**config.mk**
```make
export PLATFORM = sky130hd
export DESIGN_NAME = seq_mult
export DESIGN_NICKNAME = d
export VERILOG_FILES = /design/src/rtl/seq_mult_pkg.sv /design/src/rtl/mult_step_ctrl.sv /design/src/rtl/mult_wide_adder.sv /design/src/rtl/mult_datapath.sv /design/src/rtl/seq_mult.sv
export SDC_FILE = /design/constraint.sdc
export NUM_CORES = 1
export LEC_CHECK = 0
export ABC_AREA = 0
export ABC_CLOCK_PERIOD_IN_PS = 10200
export CAP_MARGIN = 10
export CORE_UTILIZATION = 54
export DETAILED_ROUTE_END_ITERATION = 6
export PLACE_DENSITY_LB_ADDON = 0.08
export SLEW_MARGIN = 0
export SYNTH_ARGS = -nofsm -noshare
export SYNTH_HDL_FRONTEND = slang
export SYNTH_SLANG_ARGS = --single-unit
```
**constraint.sdc**
```tcl
create_clock -name clk -period 10.2 [get_ports clk]
set_input_delay 2.04 -clock clk [delete_from_list [all_inputs] [get_ports clk]]
set_output_delay 2.04 -clock clk [all_outputs]
set_load 0.05 [all_outputs]
```
**src/rtl/seq_mult_pkg.sv**
```systemverilog
package seq_mult_pkg;
  typedef enum logic {
    ST_IDLE = 1'b0,
    ST_RUN  = 1'b1
  } run_state_e;
endpackage

```
**src/rtl/mult_step_ctrl.sv**
```systemverilog
module mult_step_ctrl
  import seq_mult_pkg::*;
#(
  parameter int OP_W = 8
) (
  input  logic clk,
  input  logic rst,
  input  logic start,
  output logic load,
  output logic step_en,
  output logic last_step,
  output logic busy,
  output logic done
);
  localparam int CNT_W = (OP_W > 1) ? $clog2(OP_W) : 1;
  localparam logic [CNT_W-1:0] LAST_CNT = CNT_W'(OP_W - 1);

  run_state_e       state_q;
  logic [CNT_W-1:0] cnt_q;
  logic             done_q;

  assign busy      = (state_q == ST_RUN);
  assign load      = start && (state_q == ST_IDLE);
  assign step_en   = (state_q == ST_RUN);
  assign last_step = (state_q == ST_RUN) && (cnt_q == LAST_CNT);
  assign done      = done_q;

  always_ff @(posedge clk) begin
    if (rst) begin
      state_q <= ST_IDLE;
      cnt_q   <= '0;
      done_q  <= 1'b0;
    end else begin
      done_q <= 1'b0;
      case (state_q)
        ST_IDLE: begin
          if (start) begin
            state_q <= ST_RUN;
            cnt_q   <= '0;
          end
        end
        ST_RUN: begin
          cnt_q <= cnt_q + 1'b1;
          if (cnt_q == LAST_CNT) begin
            state_q <= ST_IDLE;
            done_q  <= 1'b1;
          end
        end
        default: state_q <= ST_IDLE;
      endcase
    end
  end

  // an accepted start opens a run at step zero
  assert_start_opens_run_R2: assert property (@(posedge clk) disable iff (rst)
    (start && !busy) |=> (busy && cnt_q == '0));

  // a run continues until its final step
  assert_run_continues_R3: assert property (@(posedge clk) disable iff (rst)
    (busy && !last_step) |=> busy);

  // done is a single-cycle pulse
  assert_done_single_R3: assert property (@(posedge clk) disable iff (rst)
    done |=> !done);

  // done follows the last step and coincides with idle
  assert_done_after_last_R3: assert property (@(posedge clk) disable iff (rst)
    last_step |=> (done && !busy));

  // start while running does not restart the count
  assert_no_restart_R5: assert property (@(posedge clk) disable iff (rst)
    (busy && !last_step) |=> (cnt_q == $past(cnt_q) + 1'b1));
endmodule

```
**src/rtl/mult_wide_adder.sv**
```systemverilog
module mult_wide_adder #(
  parameter int W = 16
) (
  input  logic [W-1:0] x,
  input  logic [W-1:0] y,
  output logic [W-1:0] sum,
  output logic         carry_out
);
  always_comb begin
    logic cy;
    cy = 1'b0;
    for (int i = 0; i < W; i++) begin
      sum[i] = x[i] ^ y[i] ^ cy;
      cy     = (x[i] & y[i]) | (cy & (x[i] ^ y[i]));
    end
    carry_out = cy;
  end
endmodule

```
**src/rtl/mult_datapath.sv**
```systemverilog
module mult_datapath #(
  parameter int OP_W = 8
) (
  input  logic              clk,
  input  logic              rst,
  input  logic              load,
  input  logic              step_en,
  input  logic              last_step,
  input  logic [OP_W-1:0]   op_a,
  input  logic [OP_W-1:0]   op_b,
  output logic [2*OP_W-1:0] prod
);
  localparam int PW = 2 * OP_W;

  logic [PW-1:0]   mcand_q;
  logic [OP_W-1:0] mplier_q;
  logic [PW-1:0]   acc_q;
  logic [PW-1:0]   prod_q;
  logic [PW-1:0]   addend;
  logic [PW-1:0]   acc_next;
  logic            acc_carry;

  assign addend = mplier_q[0] ? mcand_q : '0;

  mult_wide_adder #(.W(PW)) u_adder (
    .x         (acc_q),
    .y         (addend),
    .sum       (acc_next),
    .carry_out (acc_carry)
  );

  always_ff @(posedge clk) begin
    if (rst) begin
      mcand_q  <= '0;
      mplier_q <= '0;
      acc_q    <= '0;
      prod_q   <= '0;
    end else if (load) begin
      mcand_q  <= {{OP_W{1'b0}}, op_a};
      mplier_q <= op_b;
      acc_q    <= '0;
    end else if (step_en) begin
      acc_q    <= acc_next;
      mcand_q  <= mcand_q << 1;
      mplier_q <= mplier_q >> 1;
      if (last_step) prod_q <= acc_next;
    end
  end

  assign prod = prod_q;

  // the accumulator starts every product from zero
  assert_acc_cleared_R2: assert property (@(posedge clk) disable iff (rst)
    load |=> (acc_q == '0));

  // the running sum never overflows the double-width accumulator
  assert_no_overflow_R7: assert property (@(posedge clk) disable iff (rst)
    step_en |-> !acc_carry);

  // every multiplier bit has been consumed once the run ends
  assert_mplier_drained_R4: assert property (@(posedge clk) disable iff (rst)
    last_step |=> (mplier_q == '0));

  // the result register moves only on the final step
  assert_prod_hold_R6: assert property (@(posedge clk) disable iff (rst)
    !last_step |=> $stable(prod_q));
endmodule

```
**src/rtl/seq_mult.sv**
```systemverilog
module seq_mult #(
  parameter int OP_W = 8
) (
  input  logic              clk,
  input  logic              rst,
  input  logic              start,
  input  logic [OP_W-1:0]   op_a,
  input  logic [OP_W-1:0]   op_b,
  output logic              busy,
  output logic              done,
  output logic [2*OP_W-1:0] product
);
  logic load;
  logic step_en;
  logic last_step;

  mult_step_ctrl #(.OP_W(OP_W)) u_ctrl (
    .clk       (clk),
    .rst       (rst),
    .start     (start),
    .load      (load),
    .step_en   (step_en),
    .last_step (last_step),
    .busy      (busy),
    .done      (done)
  );

  mult_datapath #(.OP_W(OP_W)) u_dp (
    .clk       (clk),
    .rst       (rst),
    .load      (load),
    .step_en   (step_en),
    .last_step (last_step),
    .op_a      (op_a),
    .op_b      (op_b),
    .prod      (product)
  );

  // a new product is published only with the done pulse
  assert_product_with_done_R6: assert property (@(posedge clk) disable iff (rst)
    !$stable(product) |-> done);
endmodule

```
==> results of run 1 <==
==> worst max-delay path, cell delays in order, from the launching register on <==
cell and delay, ns:
sky130_fd_sc_hd__dfxtp_1 0.46, sky130_fd_sc_hd__and2_1 0.24, sky130_fd_sc_hd__ha_1 0.18, sky130_fd_sc_hd__inv_1 0.07, sky130_fd_sc_hd__fa_1 0.16, sky130_fd_sc_hd__inv_1 0.05
sky130_fd_sc_hd__fa_1 0.42, sky130_fd_sc_hd__fa_1 0.45, sky130_fd_sc_hd__fa_1 0.44, sky130_fd_sc_hd__fa_1 0.43, sky130_fd_sc_hd__fa_1 0.42, sky130_fd_sc_hd__fa_1 0.43
sky130_fd_sc_hd__fa_1 0.42, sky130_fd_sc_hd__fa_1 0.43, sky130_fd_sc_hd__fa_1 0.43, sky130_fd_sc_hd__fa_1 0.42, sky130_fd_sc_hd__fa_1 0.43, sky130_fd_sc_hd__fa_1 0.43
sky130_fd_sc_hd__fa_1 0.45, sky130_fd_sc_hd__a21boi_0 0.14, sky130_fd_sc_hd__o21ai_1 0.16, sky130_fd_sc_hd__mux2_2 0.34
==> sequential cells by signal, indices dropped and copies added, names as in the netlist <==
signal         cells
u_dp.mcand_q      16
u_ctrl.done        1
u_dp.mplier_q      8
u_dp.prod         16
u_ctrl.cnt_q       3
u_dp.acc_q        16
u_ctrl.busy        1
==> Yosys cell counts (4+ instances only) <==
cell,instances,area [sq um]
sky130_fd_sc_hd__buf_2,8,40.0
sky130_fd_sc_hd__a21oi_1,16,80.1
sky130_fd_sc_hd__nand2_1,33,124
sky130_fd_sc_hd__dfxtp_1,61,1220
sky130_fd_sc_hd__mux2_2,15,169
sky130_fd_sc_hd__a22o_1,14,123
sky130_fd_sc_hd__inv_1,4,15.0
sky130_fd_sc_hd__mux2i_1,24,240
sky130_fd_sc_hd__nor2_1,26,97.6
sky130_fd_sc_hd__fa_1,14,280
sky130_fd_sc_hd__buf_6,6,67.6
sky130_fd_sc_hd__and2_1,14,87.6
==> stage by stage <==
step | util | std cells | setup WS, ns | power (mW) | cell area [sq um]
final | 0.675 | 363 | 2.66 | 0.469 | 3250
after global routing | 0.675 | 363 | 2.32 | 0.486 | 3250
after global placement | 0.641 | 349 | 2.74 | 0.290 | 3090
after detailed placement | 0.641 | 349 | 2.60 | 0.291 | 3090
after CTS | 0.675 | 363 | 2.58 | 0.474 | 3250
after floorplan | - | 260 | 2.91 | 0.280 | 2750
==> layout make-up <==
class	count	area, sq um
clock buffers	12	155
clock inverters	2	10.0
fillers	418	1570
inverters	6	23.8
multi-input cells	177	1380
flip-flops and latches	61	1220
well taps	67	83.8
repair buffers	38	375
==> routing by layer <==
layer  global-route usage  up-vias
met5                    0        -
met4                0.103        0
met3               0.0370        7
met2                0.334       39
met1                0.246      882
li1                     -      941
==> path summary, 6_finish.rpt <==
path / from / endpoint / slack, ns / cells after the start
hold / removal: u_dp.prod[1]$_SDFFE_PP0P_ / u_dp.prod[1]$_SDFFE_PP0P_ / 0.45 / 2
hold reg to reg: u_dp.prod[1]$_SDFFE_PP0P_ / u_dp.prod[1]$_SDFFE_PP0P_ / 0.45 / 2
setup reg to reg: u_dp.mplier_q[0]$_SDFFE_PP0P_ / u_dp.acc_q[15]$_SDFFE_PP0P_ / 2.66 / 21
setup / recovery: u_dp.mplier_q[0]$_SDFFE_PP0P_ / u_dp.acc_q[15]$_SDFFE_PP0P_ / 2.66 / 21
==> power breakdown <==
group	switching, mW	internal [mW]	total (mW)
clock	0.0858	0.0980	0.184
combinational	0.0196	0.0185	0.0381
sequential	0.00374	0.243	0.247
==> kinds of logic (layout without fill, tap and decap cells) <==
kind of cell / count (synthesis) / count (layout) / synth area share
AO/OA/AOI/OAI: 40 / 40 / 0.0986
XOR/XNOR: 2 / 2 / 0.0114
adder cells (fa/ha/maj): 17 / 17 / 0.115
buffers and inverters: 22 / 58 / 0.0545
flip-flops: 61 / 61 / 0.444
multiplexers: 39 / 39 / 0.149
AND/OR/NAND/NOR: 79 / 79 / 0.128
==> results.md, run 1 <==
Critical path
* Crit Path Class: flip-flop to flip-flop
* critical path launch point type: flip-flop
* crit-path max FO: 19
* data arrival at the endpoint of the critical path: 7.76 ns
* sort of element at the end of the critical path: flip-flop
* required time worst endpoint: 10.41 ns

Power
* P per Cell Area: 144 nW/um^2
* leakage: 1.32 nW
* worst supply voltage drop on vdd: 0.122 mV

Floorplan
* number of standard-cell rows in the floorplan: 25
* Starting Density: 0.571
* y dimension of the die: 73.4 um
* count of pins on the block boundary: 37
* DIE AREA: 5390 sq um
* die width: 73.4 um
* area of the core: 4820 sq um

Cells and area
* net count of the finished layout: 329
* fraction of final layout cells with drive strength greater than 1: 0.118
* area added between synthesis and finish: 18.1%
* total inserted antenna cells: 0
* leading cell type in the layout, fill and taps excluded: sky130_fd_sc_hd__dfxtp_1
* most frequent cells in the layout: 60 x sky130_fd_sc_hd__dfxtp_1, 36 x sky130_fd_sc_hd__clkdlybuf4s50_1, 33 x sky130_fd_sc_hd__nand2_1, 26 x sky130_fd_sc_hd__nor2_1, 24 x sky130_fd_sc_hd__mux2i_1

Drt
* met3 layer wire length in the routed design: 140 um
* via density per instance: 5.15
* met1 WL: 2.25 mm
* number of design-rule violations left by the first detailed-router iteration: 90
* drc violations: 0
* Vias: 1869
* Post-Route WL: 4.77 mm
* mean routed wirelength per cell: 13.1 um
* ANT nets after route: 0
* highest layer used for signal routing: met4
* total iterations of the first detailed-routing run: 4
* met2 WL post-DR: 2.30 mm

Timing
* final sum of negative setup slack: 0 ns
* Final Skew: 0.00629 ns
* worst-margin pin slew: 0.872 ns
* total count of max-transition violations in the final report: 0
* post-route fraction of the period consumed by the critical path: 0.740
* Hold Violations, Final: 0
* number of endpoints failing setup at the final stage: 0
* worst hold slack: 0.449 ns
* maximum frequency from static timing analysis: 133 MHz
* RSZ-0062 raised after global routing: no
* final critical path time including I/O delays and setup: 7.54 ns
* worst relative slew slack: 0.417

Clocking
* clock input transition at the sequential cells of the worst setup and hold paths: 0.07 ns
* Clk Tree Root Cell: sky130_fd_sc_hd__clkbuf_8
* hold-fix buffer count after cts: 0
* H-tree Lvls: 3
* setup repair bufs after CTS: 0
* CTS sink cnt: 61
* clock latency at the later pin of the worst-skew pair: 0.32 ns
* number of buffers added by the clock tree synthesis step: 9
* TritonCTS clock tree: built
* post-cts sizing count: 0
* clk buf depth: 2

Global routing
* All-Layer GR Usage: 0.199
* initial antenna violation count: 0
* gr ovfl total: 0
* vias in the first global route: 1839
* pin count of the biggest net entering global routing: 51
* wire length of the first global-routing pass: 8.02 mm

Run status
* status: finished clean

Yosys
* Post-synth EDFFs: 0
* Unique masters post-synth: 30
* sequential share of the synthesized area: 0.444
* area of the mapped netlist: 2750 sq um
* Gate Count Post-Synth: 260
* synthesized area per cell: 10.6 sq um
* post-synthesis net count: 296
* share of async-settable or async-resettable flops after synthesis: 0
* ys flop type: sky130_fd_sc_hd__dfxtp_1
* #FFs+latches synth: 61
* YS warnings: 0

Placed design
* half-perimeter wire length after placement: 3.23 mm
* global placement routability congestion: 0.714
* IO Port Bufs: 36

Run
* max-cap viol count: 0

Worst hold path
* path type of the worst min-delay path: flip-flop to flip-flop

No activity file was read; power rests on OpenSTA's default activity.
==> inputs of run 2 (changes only) <==
--- a/config.mk
+++ b/config.mk
@@ -6,9 +6,9 @@
 export NUM_CORES = 1
 export LEC_CHECK = 0
 export ABC_AREA = 0
-export ABC_CLOCK_PERIOD_IN_PS = 10200
+export ABC_CLOCK_PERIOD_IN_PS = 6600
 export CAP_MARGIN = 10
-export CORE_UTILIZATION = 54
+export CORE_UTILIZATION = 49
 export DETAILED_ROUTE_END_ITERATION = 6
 export PLACE_DENSITY_LB_ADDON = 0.08
 export SLEW_MARGIN = 0
==> constraint.sdc (replaced) <==
create_clock -name clk -period 6.6 [get_ports clk]
set_input_delay 1.32 -clock clk [delete_from_list [all_inputs] [get_ports clk]]
set_output_delay 1.32 -clock clk [all_outputs]
set_load 0.05 [all_outputs]
==> run 2 against run 1 <==
Effect of this change:
- largest cell class unchanged
- total power rose by 73%
- critical endpoint unchanged
- first-iteration DRC count is 34% lower
- fmax is 18% higher
- cell area is 3.0% higher
- via count decreased by 0.64%
- final cell count grew 1.4%
- global-route usage is 0.94 points lower
- clock power increased by 100%
- sequential power grew 54%
- non-clock buffer count stayed put
- flip-flop and latch count stayed put
==> results.md, run 2 (synthesized netlist as in run 1, its figures left out) <==
Run status
* status: finished clean

Drt
* mean routed wirelength per cell: 13.3 um, +0.98%
* via density per instance: 5.05, -2.0%
* total iterations of the first detailed-routing run: 4, unchanged
* Vias: 1857, -0.64%
* Post-Route WL: 4.88 mm, +2.4%
* ANT nets after route: 0, unchanged
* drc violations: 0, unchanged
* number of design-rule violations left by the first detailed-router iteration: 59, -34%

Critical path
* required time worst endpoint: 6.83 ns, -3.58 ns
* minimum setup slack among reg-to-reg paths: 0.21 ns, -2.44 ns
* Crit Path Class: flip-flop to flip-flop
* crit-path max FO: 3, -16
* sort of element at the end of the critical path: flip-flop
* ordered list of cells on the worst path: and2_1 > ha_1 > inv_1 > fa_1 > inv_1 > fa_2 > fa_2 > fa_2 > fa_2 > fa_2 > fa_2 > fa_2 > fa_2 > fa_2 > fa_2 > fa_2 > fa_2 > fa_2 > a21boi_0 > o21ai_1 > mux2_2
* origin of the critical flop-to-flop path: u_dp.mplier_q[0]$_SDFFE_PP0P_
* Worst R2R Path Depth: 21, unchanged
* cell with the largest stage delay on the worst path: sky130_fd_sc_hd__fa_2
* most prevalent standard cell on the critical path: sky130_fd_sc_hd__fa_2
* data arrival at the endpoint of the critical path: 6.61 ns, -1.15 ns
* reg2reg end: u_dp.acc_q[15]$_SDFFE_PP0P_
* critical path launch point type: flip-flop
* Slowest Stage Delay on Critical Path: 0.41 ns, -0.05 ns

Clocking
* hold-fix buffer count after cts: 0, unchanged
* CTS sink cnt: 61, unchanged
* clk buf depth: 2, unchanged
* number of buffers added by the clock tree synthesis step: 9, unchanged
* H-tree Lvls: 3, unchanged
* Clk Tree Root Cell: sky130_fd_sc_hd__clkbuf_8
* post-cts sizing count: 0, unchanged
* TritonCTS clock tree: built
* clock input transition at the sequential cells of the worst setup and hold paths: 0.07 ns, about the same
* setup repair bufs after CTS: 0, unchanged
* clock latency at the later pin of the worst-skew pair: 0.34 ns, +0.02 ns

Placed design
* IO Port Bufs: 36, unchanged
* half-perimeter wire length after placement: 3.17 mm, -1.9%
* global placement routability congestion: 0.741, +3.8%

Floorplan
* DIE AREA: 5920 sq um, +9.9%
* area of the core: 5270 sq um, +9.4%
* die width: 77.0 um, +4.8%
* number of standard-cell rows in the floorplan: 26, +4.0%
* y dimension of the die: 77.0 um, +4.8%
* count of pins on the block boundary: 37, unchanged
* Starting Density: 0.522, -0.0491

Global routing
* All-Layer GR Usage: 0.190, -0.00943
* gr ovfl total: 0, unchanged
* initial antenna violation count: 0, unchanged
* wire length of the first global-routing pass: 8.52 mm, +6.3%
* vias in the first global route: 1821, -0.98%
* pin count of the biggest net entering global routing: 51, unchanged

Worst hold path
* hold path cells: 2, unchanged
* startpoint of the lowest-slack hold path: u_dp.mplier_q[6]$_SDFFE_PP0P_
* hold-critical path endpoint: u_dp.mplier_q[5]$_SDFFE_PP0P_
* path type of the worst min-delay path: flip-flop to flip-flop

Timing
* total count of max-transition violations in the final report: 0, unchanged
* maximum frequency from static timing analysis: 157 MHz, +18%
* Final Skew: 0.00685 ns, +0.000558 ns
* worst hold slack: 0.451 ns, +0.00142 ns
* final sum of negative setup slack: 0 ns, unchanged
* worst relative slew slack: 0.357, -0.0596
* RSZ-0062 raised after global routing: no
* Hold Violations, Final: 0, unchanged
* worst-margin pin slew: 0.961 ns, +0.0891 ns
* post-route fraction of the period consumed by the critical path: 0.968, +0.228
* number of endpoints failing setup at the final stage: 0, unchanged
* final critical path time including I/O delays and setup: 6.39 ns, -1.16 ns

Cells and area
* net count of the finished layout: 329, unchanged
* total inserted antenna cells: 0, unchanged
* fraction of final layout cells with drive strength greater than 1: 0.168, +0.0495
* area added between synthesis and finish: 21.6%
* leading cell type in the layout, fill and taps excluded: sky130_fd_sc_hd__dfxtp_1
* most frequent cells in the layout: 60 x sky130_fd_sc_hd__dfxtp_1, 36 x sky130_fd_sc_hd__clkdlybuf4s50_1, 33 x sky130_fd_sc_hd__nand2_1, 26 x sky130_fd_sc_hd__nor2_1, 24 x sky130_fd_sc_hd__mux2i_1

Power
* worst supply voltage drop on vdd: 0.178 mV, +46%
* P per Cell Area: 243 nW/um^2, +68%
* leakage: 1.32 nW, -0.38%

Run
* max-cap viol count: 0, unchanged

run 2: cell count changes in the layout (fill, tap and decap cells not counted), sizes merged:
| cell | previous run | this run |
|---|---|---|
| bufinv | 0 | 2 |
run 2: power by group:
group	total [mW]	switching (mW)	internal (mW)
Sequential	0.380	0.00448	0.376
Clock	0.372	0.140	0.232
Combinational	0.0606	0.0317	0.0289
run 2: metal layers:
metal	wire [um]	vias to the layer above	GRT usage
li1	-	945	-
met1	2440	873	0.245
met2	2170	32	0.284
met3	203	7	0.0560
met4	63	0	0.106
met5	0	-	0
run 2: worst max-delay path, delay by kind of cell, from the launching register on:
kind                     cells  cell delay [ns]
adder cells (fa/ha/maj)     15             5.06
AO/OA/AOI/OAI                2             0.28
multiplexers                 1             0.34
AND/OR/NAND/NOR              1             0.15
buffers and inverters        2             0.13
flip-flops                   1             0.31
run 2: stage by stage:
step	power (mW)	cells	setup slack (ns)	area (sq um)	utilization
6_report	0.813	368	0.213	3350	0.635
3_3_place_gp	0.449	352	0.122	3120	0.593
3_5_place_dp	0.450	352	0.0684	3120	0.593
5_1_grt	0.847	368	0.0153	3350	0.635
4_1_cts	0.823	368	0.0353	3350	0.635
2_1_floorplan	0.433	260	0.0283	2790	-
run 2: worst max path at each step:
stage | from | slack (ns) | end
2_1_floorplan | u_dp.mplier_q[0]$_SDFFE_PP0P_ | 0.03 | u_dp.acc_q[15]$_SDFFE_PP0P_
3_3_place_gp | u_dp.mplier_q[0]$_SDFFE_PP0P_ | 0.12 | u_dp.acc_q[15]$_SDFFE_PP0P_
3_5_place_dp | u_dp.mplier_q[0]$_SDFFE_PP0P_ | 0.07 | u_dp.acc_q[15]$_SDFFE_PP0P_
4_1_cts | u_dp.mplier_q[0]$_SDFFE_PP0P_ | 0.04 | u_dp.acc_q[15]$_SDFFE_PP0P_
5_1_grt | u_dp.mcand_q[0]$_SDFFE_PP0P_ | 0.02 | u_dp.acc_q[15]$_SDFFE_PP0P_
6_report | u_dp.mplier_q[0]$_SDFFE_PP0P_ | 0.21 | u_dp.acc_q[15]$_SDFFE_PP0P_
run 2: final cells by class:
type                            instances  area (sq um)
Inverter                                6          23.8
Sequential cell                        61          1220
Clock inverter                          4          70.1
Clock buffer                           12           155
Timing Repair Buffer                   38           375
Multi-Input combinational cell        177          1410
Tap cell                               70          87.6
Fill cell                             465          1920
